`src/rtl/irq_agg_pkg.sv`:
```
package irq_agg_pkg;
  localparam int GW = 12;  // group status width
  localparam int PW = 3;   // pipeline event width
  localparam int NG = 4;   // groups per host
  localparam int TW = 6;   // summary width
  localparam logic [GW-1:0] PORT_VALID = 12'hFDF;
  localparam logic [GW-1:0] PIPE_VALID = 12'h007;
  localparam logic [TW-1:0] TOP_VALID  = 6'b110011;

  function automatic logic [GW-1:0] grp_valid(input int g);
    return (g < 2) ? PORT_VALID : PIPE_VALID;
  endfunction

  function automatic int grp_top_bit(input int g);
    return (g < 2) ? g : g + 2;
  endfunction
endpackage

```
`src/rtl/irq_w1c_bank.sv`:
```
module irq_w1c_bank #(
  parameter int W = 12,
  parameter logic [W-1:0] VALID = '1
) (
  input  logic         clk,
  input  logic         rst_n,
  input  logic [W-1:0] set,
  input  logic         clr_we,
  input  logic [W-1:0] clr,
  output logic [W-1:0] q
);
  logic [W-1:0] clr_m;
  assign clr_m = clr_we ? clr : '0;

  always_ff @(posedge clk) begin
    if (!rst_n) q <= '0;
    else        q <= ((q & ~clr_m) | set) & VALID;
  end
endmodule

```
`src/rtl/irq_host_bank.sv`:
```
module irq_host_bank
  import irq_agg_pkg::*;
(
  input  logic             clk,
  input  logic             rst_n,
  input  logic [NG*GW-1:0] evt,
  input  logic             wr,
  input  logic [3:0]       off,
  input  logic [GW-1:0]    wdata,
  output logic [GW-1:0]    rdata,
  output logic             irq,
  output logic [NG*GW-1:0] st_flat,
  output logic [TW-1:0]    top_en_o
);
  logic [GW-1:0] st [NG];
  logic [GW-1:0] en [NG];
  logic [TW-1:0] top_st;
  logic [TW-1:0] top_en;

  for (genvar g = 0; g < NG; g++) begin : g_grp
    irq_w1c_bank #(.W(GW), .VALID(grp_valid(g))) u_st (
      .clk    (clk),
      .rst_n  (rst_n),
      .set    (evt[g*GW +: GW]),
      .clr_we (wr && off == 4'(2 + g)),
      .clr    (wdata),
      .q      (st[g])
    );

    always_ff @(posedge clk) begin
      if (!rst_n)                       en[g] <= '0;
      else if (wr && off == 4'(6 + g))  en[g] <= wdata & grp_valid(g);
    end

    assign st_flat[g*GW +: GW] = st[g];
  end

  always_comb begin
    top_st = '0;
    for (int g = 0; g < NG; g++) top_st[grp_top_bit(g)] = |(st[g] & en[g]);
  end

  always_ff @(posedge clk) begin
    if (!rst_n)              top_en <= '0;
    else if (wr && off == 4'd1) top_en <= wdata[TW-1:0] & TOP_VALID;
  end

  assign irq      = |(top_st & top_en);
  assign top_en_o = top_en;

  always_comb begin
    rdata = '0;
    if (off == 4'd0) rdata[TW-1:0] = top_st;
    else if (off == 4'd1) rdata[TW-1:0] = top_en;
    for (int g = 0; g < NG; g++) begin
      if (off == 4'(2 + g)) rdata = st[g];
      if (off == 4'(6 + g)) rdata = en[g];
    end
  end
endmodule

```
`src/rtl/dual_host_irq_agg.sv`:
```
module dual_host_irq_agg
  import irq_agg_pkg::*;
#(
  parameter int NH = 2,
  parameter int AW = 6
) (
  input  logic          clk,
  input  logic          rst_n,
  input  logic [GW-1:0] port_a_evt,
  input  logic [GW-1:0] port_b_evt,
  input  logic [PW-1:0] pipe_a_evt,
  input  logic [PW-1:0] pipe_b_evt,
  input  logic          reg_wr,
  input  logic [AW-1:0] reg_addr,
  input  logic [GW-1:0] reg_wdata,
  output logic [GW-1:0] reg_rdata,
  output logic [NH-1:0] irq
);
  localparam int HSTRIDE  = 16;
  localparam int RAW_BASE = NH * HSTRIDE;
  localparam int HSW      = AW - 4;

  logic [NG*GW-1:0]    evt_flat;
  logic [NG*GW-1:0]    raw_flat;
  logic [NH*NG*GW-1:0] st_all;
  logic [NH*TW-1:0]    ten_all;
  logic [GW-1:0]       h_rd [NH];
  logic [HSW-1:0]      hsel;
  logic                any_evt;

  assign evt_flat = {{(GW-PW){1'b0}}, pipe_b_evt, {(GW-PW){1'b0}}, pipe_a_evt,
                     port_b_evt, port_a_evt};
  assign any_evt  = |evt_flat;
  assign hsel     = reg_addr[AW-1:4];

  for (genvar h = 0; h < NH; h++) begin : g_host
    irq_host_bank u_bank (
      .clk      (clk),
      .rst_n    (rst_n),
      .evt      (evt_flat),
      .wr       (reg_wr && hsel == HSW'(h)),
      .off      (reg_addr[3:0]),
      .wdata    (reg_wdata),
      .rdata    (h_rd[h]),
      .irq      (irq[h]),
      .st_flat  (st_all[h*NG*GW +: NG*GW]),
      .top_en_o (ten_all[h*TW +: TW])
    );
  end

  for (genvar g = 0; g < NG; g++) begin : g_raw
    irq_w1c_bank #(.W(GW), .VALID(grp_valid(g))) u_raw (
      .clk    (clk),
      .rst_n  (rst_n),
      .set    (evt_flat[g*GW +: GW]),
      .clr_we (reg_wr && reg_addr == AW'(RAW_BASE + g)),
      .clr    (reg_wdata),
      .q      (raw_flat[g*GW +: GW])
    );
  end

  always_comb begin
    reg_rdata = '0;
    for (int h = 0; h < NH; h++)
      if (hsel == HSW'(h)) reg_rdata = h_rd[h];
    for (int g = 0; g < NG; g++)
      if (reg_addr == AW'(RAW_BASE + g)) reg_rdata = raw_flat[g*GW +: GW];
  end
endmodule

```
`config.mk`:
```
export PLATFORM = sky130hd
export DESIGN_NAME = dual_host_irq_agg
export DESIGN_NICKNAME = d
export VERILOG_FILES = /design/src/rtl/irq_agg_pkg.sv /design/src/rtl/irq_w1c_bank.sv /design/src/rtl/irq_host_bank.sv /design/src/rtl/dual_host_irq_agg.sv
export SDC_FILE = /design/constraint.sdc
export NUM_CORES = 1
export LEC_CHECK = 0
export BUFFER_PORTS_ARGS = -buffer_cell sky130_fd_sc_hd__buf_2
export CORE_MARGIN = 2
export CORE_UTILIZATION = 54
export DETAILED_ROUTE_END_ITERATION = 12
export PLACE_DENSITY = 0.74
export SETUP_SLACK_MARGIN = 0.15
export SYNTH_ARGS = -nofsm -noshare
export SYNTH_HDL_FRONTEND = slang
export SYNTH_SLANG_ARGS = --single-unit
```
`constraint.sdc`:
```
create_clock -name clk -period 2.2 [get_ports clk]
set_input_delay 0.33 -clock clk [delete_from_list [all_inputs] [get_ports clk]]
set_output_delay 0.33 -clock clk [all_outputs]
set_load 0.01 [all_outputs]
```
Word level (Yosys, flattened, before mapping)
Memories as Yosys holds them, arrays and structs flattened.
Cells that the tools add are included.
- register bits after elaboration: 98
- bits in writable memories: 88
- bits of input ports: 51
- output and inout port bits: 14
- word-level logic and storage cells: 197
- memories kept: 2
- equality and inequality tests: 14
- muxes and demuxes: 71
- bitwise gates (word level): 54
- reduce and logical (&&, ||, !) cells: 36
- memories (memory ; words ; width ; rd ports ; clocked after Yosys merged registers in ; write ports ; RTL line ; text):
    g_host[0].u_bank.en ; 4 ; 11 ; 4 ; 0 ; 4 ; irq_host_bank.sv:16 ; logic [GW-1:0] en [NG];
    g_host[1].u_bank.en ; 4 ; 11 ; 4 ; 0 ; 4 ; irq_host_bank.sv:16 ;
- operators with widths (cell ; count):
    2-to-1 mux 12 bit ; 28
    AND 12 bit ; 10
    OR reduction 12 bit ; 8
    2-to-1 mux 11 bit ; 8
    inverter 12 bit ; 6
    OR 12 bit ; 6
    AND 3 x 12 -> 12 bit ; 4
    2-to-1 mux 1 bit ; 25
    equality test 6 bit, second input constant ; 4
    logical AND 1 bit ; 24
    2-to-1 mux 6 bit ; 4
    AND 3 bit ; 6
    2-to-1 mux 3 bit ; 6
    inverter 3 bit ; 6
    OR 3 bit ; 6
    equality test 4 x 3 -> 1 bit, second input constant ; 4
    AND 6 bit ; 2
    OR reduction 6 bit ; 2
    equality test 4 x 2 -> 1 bit, second input constant ; 2
    equality test 4 bit, second input constant ; 2
    OR 1 bit ; 8
    equality test 4 x 1 -> 1 bit, second input constant ; 1
    logical NOT 4 bit ; 1
    equality test 2 x 1 -> 1 bit, second input constant ; 1
    logical NOT 2 bit ; 1

Depth between registers and ports, before layout
An unclocked memory read counts as a cell.
- depth after elaboration: 18
- depth in mapped cells: 9
- gate-level depth less buffers: 7

By module
Synthesis repeated with hierarchy kept, for this count alone.
- cell total of the unflattened synthesis: 991
- area, all modules: 9322.7 sq um
- by module, submodules not included (module ; instances ; cells an instance ; area each (sq um) ; seq. area each (sq um)):
    irq_host_bank ; 2 ; 250 ; 2373.5 ; 920.9
    irq_w1c_bank at g_host[0].u_bank.g_grp[0].u_st ... ; 6 ; 48 ; 475.5 ; 220.2
    irq_w1c_bank at g_host[0].u_bank.g_grp[2].u_st ... ; 6 ; 22 ; 176.4 ; 60.1
    dual_host_irq_agg ; 1 ; 71 ; 664.4 ; 0.0

Worst setup path before layout
Ideal clock, no wire load.
- path kind: input to register
- start point: input port reg_addr[2]
- end point: memory g_host[0].u_bank.en[1][0] in the netlist's numbering, enable pin
- setup time: 394 ps
- data arrival time: 1825 ps
- required time: 1806 ps
- path slack: -19 ps
- stages on the path: 5
- buffers on the path: 2
- cell sequence: buf_6 and2b_1 nand3_1 clkbuf_1 o21ai_0
- RTL lines (element ; RTL line ; text):
    from (decl) ; dual_host_irq_agg.sv:14 ; input logic [AW-1:0] reg_addr,
    to (decl) ; irq_host_bank.sv:16 ;

==> results_dict.tcl <==
set metrics [dict create \
    n_antenna_cell 0 \
    clockBufferDepth 2 \
    port_buffers 62 \
    synthesis.area_sq_um 7470 \
    synth_top_area_frac 0.247 \
    synth-edff-count 56 \
    fin_skew_ps 0 \
    fillers 1013 \
    p_switching_uw 1970 \
    grt_max_degree 61 \
    grt.total_usage 0.380 \
    cts.sink_count 148 \
    setup_viol 8 \
    route.final.wire_length_mm 27.6 \
    gp_congestion 0.953 \
    finalNetCount 1057 \
    placed_area_sq_um 8710 \
    synth_area_leaders "dfxtp_1 (25%), edfxtp_1 (23%), nor2b_1 (8.5%)" \
    ir_drop_mv 0.668 \
    yosysSeqAreaShare 0.472 \
    hpwl_mm 19.7 \
    coreArea_sq_um 13300 \
    post_drt_wl_per_cell_um 23.1 \
    layout_setup_ws_ps -448 \
    start_util 0.559 \
    synthArstFlopShare 0 \
    fmax_mhz 378 \
    placementRows 42 \
    power.density_nw_per_um2 696 \
    clockRootBuffer "clkbuf_16" \
    startpoint_type "register" \
    grt_pass1_vias 7154 \
    power_uw 6910 \
    syn_to_final_growth_pct 32.8 \
    ios 65 \
    synthCells 839 \
    die_height_um 122 \
    drv_cap 0 \
    h-tree-depth 4 \
    pwr-share-seq 0.459 \
    endpoint_kind "output pin" \
    p_comb_frac 0.146 \
    vias_per_cell 6.19 \
    synth_top_area_cell "dfxtp_1" \
    cp_slowest_stage_delay_ps 400 \
    p_int_uw 4940 \
    drc 0 \
    drive_gt1_frac 0.313 \
    detail-route-antenna-nets 0 \
    violations "negative setup slack" \
    rsz0062_at_grt "true" \
    ff2ff_setup_slack_ps 1350 \
    synth-main-ff-cell "dfxtp_1" \
    crit_required_ps 1870 \
    switching_share 0.285 \
    crit_type "reg -> out" \
    crit_path_cell_trace "a22o_1, a221oi_2, and3_1, nand2_2, a211oi_2, a32oi_1, o21a_1, buf_2" \
    post-route-min-period_ps 2650 \
    die_area_sq_um 14800 \
    cp.buffers_inverters 1 \
    wl_met3_mm 3.50 \
    tritoncts "done" \
    cts_made_buffers 17 \
    syn_nets 890 \
    syn_area_per_cell_sq_um 8.90 \
    holdCritPathClass "in -> reg" \
    vias 7397 \
    final_common_cell "buf_4" \
    fin_area_sq_um 9920 \
    overflow 0 \
    p_clk_frac 0.395 \
    crit_family "compound AO/OA/AOI/OAI gates" \
    die_w_um 122 \
    outcome "finished with violations" \
    yosysWarnings 0 \
    drt-met1-wl_mm 11.3 \
    insertion_delay_ps 430 \
    worstPathMaxFanout 2 \
    synth.ff_latch_count 148 \
    postCtsHoldBufs 0 \
    worstPathArrival_ps 2320 \
    report.final.hold_viol_count 0 \
    routed-wl-met2_mm 12.3 \
    leakage_uw 0.00394 \
    top_layer_used "met4" \
    drt-initial-drc-count 992 \
    final_cell_mix "buf_4 (124), nand2_1 (114), nor2b_1 (101)" \
    antenna_found_initial 0 \
    slew_headroom 0.557 \
    worst_pin_slew_ps 662 \
    synth_cell_type_count 49 \
    period_share 1.20 \
    slowest_stage "edfxtp_1" \
    drtPass1Iterations 5 \
    clk_pin_slew_worst_paths_ps 60 \
    slew_violations 0 \
    grt_pass1_wl_mm 41.3 \
]
## layout make-up
cell class,count,area [sq um],area share
inverters,6,22.5,0.00227
well taps,176,220,0.0222
flip-flops and latches,148,3530,0.356
multi-input cells,625,4040,0.407
clock buffers,17,425,0.0429
repair buffers,208,1560,0.157
clock inverters,15,121,0.0122
## sequential cells by signal (all words and copies together) (netlist names)
register	cells
g_host.u_bank.g_grp.u_st.q	56
g_host.u_bank.en	56
g_raw.u_raw.q	28
g_host.u_bank.top_en_o	8
## metrics by stage
step,setup TNS (ps),setup WS (ps),hold WS [ps],instances,util
global route,-2790,-523,181,1195,0.743
detailed placement,-2030,-294,509,1145,0.653
global placement,-1350,-266,489,1145,0.653
CTS,-2160,-431,158,1185,0.725
floorplan,-414,-18.8,469,839,-
finish,-2190,-448,163,1195,0.743
## power by group through the flow
stage          Clock, uW  Combinational, uW  Sequential, uW
2_1_floorplan          0                448            3140
5_1_grt             2830               1070            3180
3_3_place_gp           0                827            3200
3_5_place_dp           0                846            3210
6_report            2730               1010            3170
4_1_cts             2730                936            3150
## routing by layer
layer,vias up,track usage
met1,3525,0.535
met3,55,0.130
met5,-,0
met4,0,0.101
met2,489,0.562
li1,3328,-
## timing repair
action / CTS / global route
pin swaps: 35 / 13
gates cloned: 0 / 0
buffers inserted: 8 / 10
resized for setup: 91 / 30
endpoints found under the setup margin: 14 / 14
## synth_stat cells (3+ instances only)
master and count:
nand2_1 119, and3_1 5, nand2b_1 9, nor2_1 38, o21ai_0 33, clkbuf_1 34, buf_2 16, edfxtp_1 56
nand3_1 15, a21oi_1 98, or3_1 3, dfxtp_1 92, nor2b_1 102, o221ai_1 12, o22ai_1 18, mux2_2 10
and2_1 57, nor3_1 9, a221oi_1 13, inv_1 6, buf_1 5, mux2i_1 14, a31oi_1 4, a211oi_1 7
a222oi_1 8, a22o_1 5, a22oi_1 19
## path summary, 6_finish.rpt
path                                        from                                   to  cells after the start
max                    g_host[0].u_bank.en[0][5]                         reg_rdata[0]                      8
min                                port_b_evt[8]                  g_raw[1].u_raw.q[8]                      3
max reg2reg  g_host[0].u_bank.g_grp[1].u_st.q[8]  g_host[0].u_bank.g_grp[1].u_st.q[8]                      3
min reg2reg                  g_raw[2].u_raw.q[2]                  g_raw[2].u_raw.q[2]                      2
## cells by family (layout without fill, tap and decap cells)
group	after synthesis	in the layout	share of synthesized area
AO/OA/AOI/OAI	235	235	0.198
flip-flops	148	148	0.472
buffers and inverters	66	246	0.0390
AND/OR/NAND/NOR	364	364	0.251
multiplexers	26	26	0.0399
## worst register-to-register path, cell delays in order (launching register included)
cell	delay, ps
dfxtp_1	350
buf_4	170
a21oi_1	160
nor2b_1	70
Note: power is estimated with default switching activity, not from simulation.
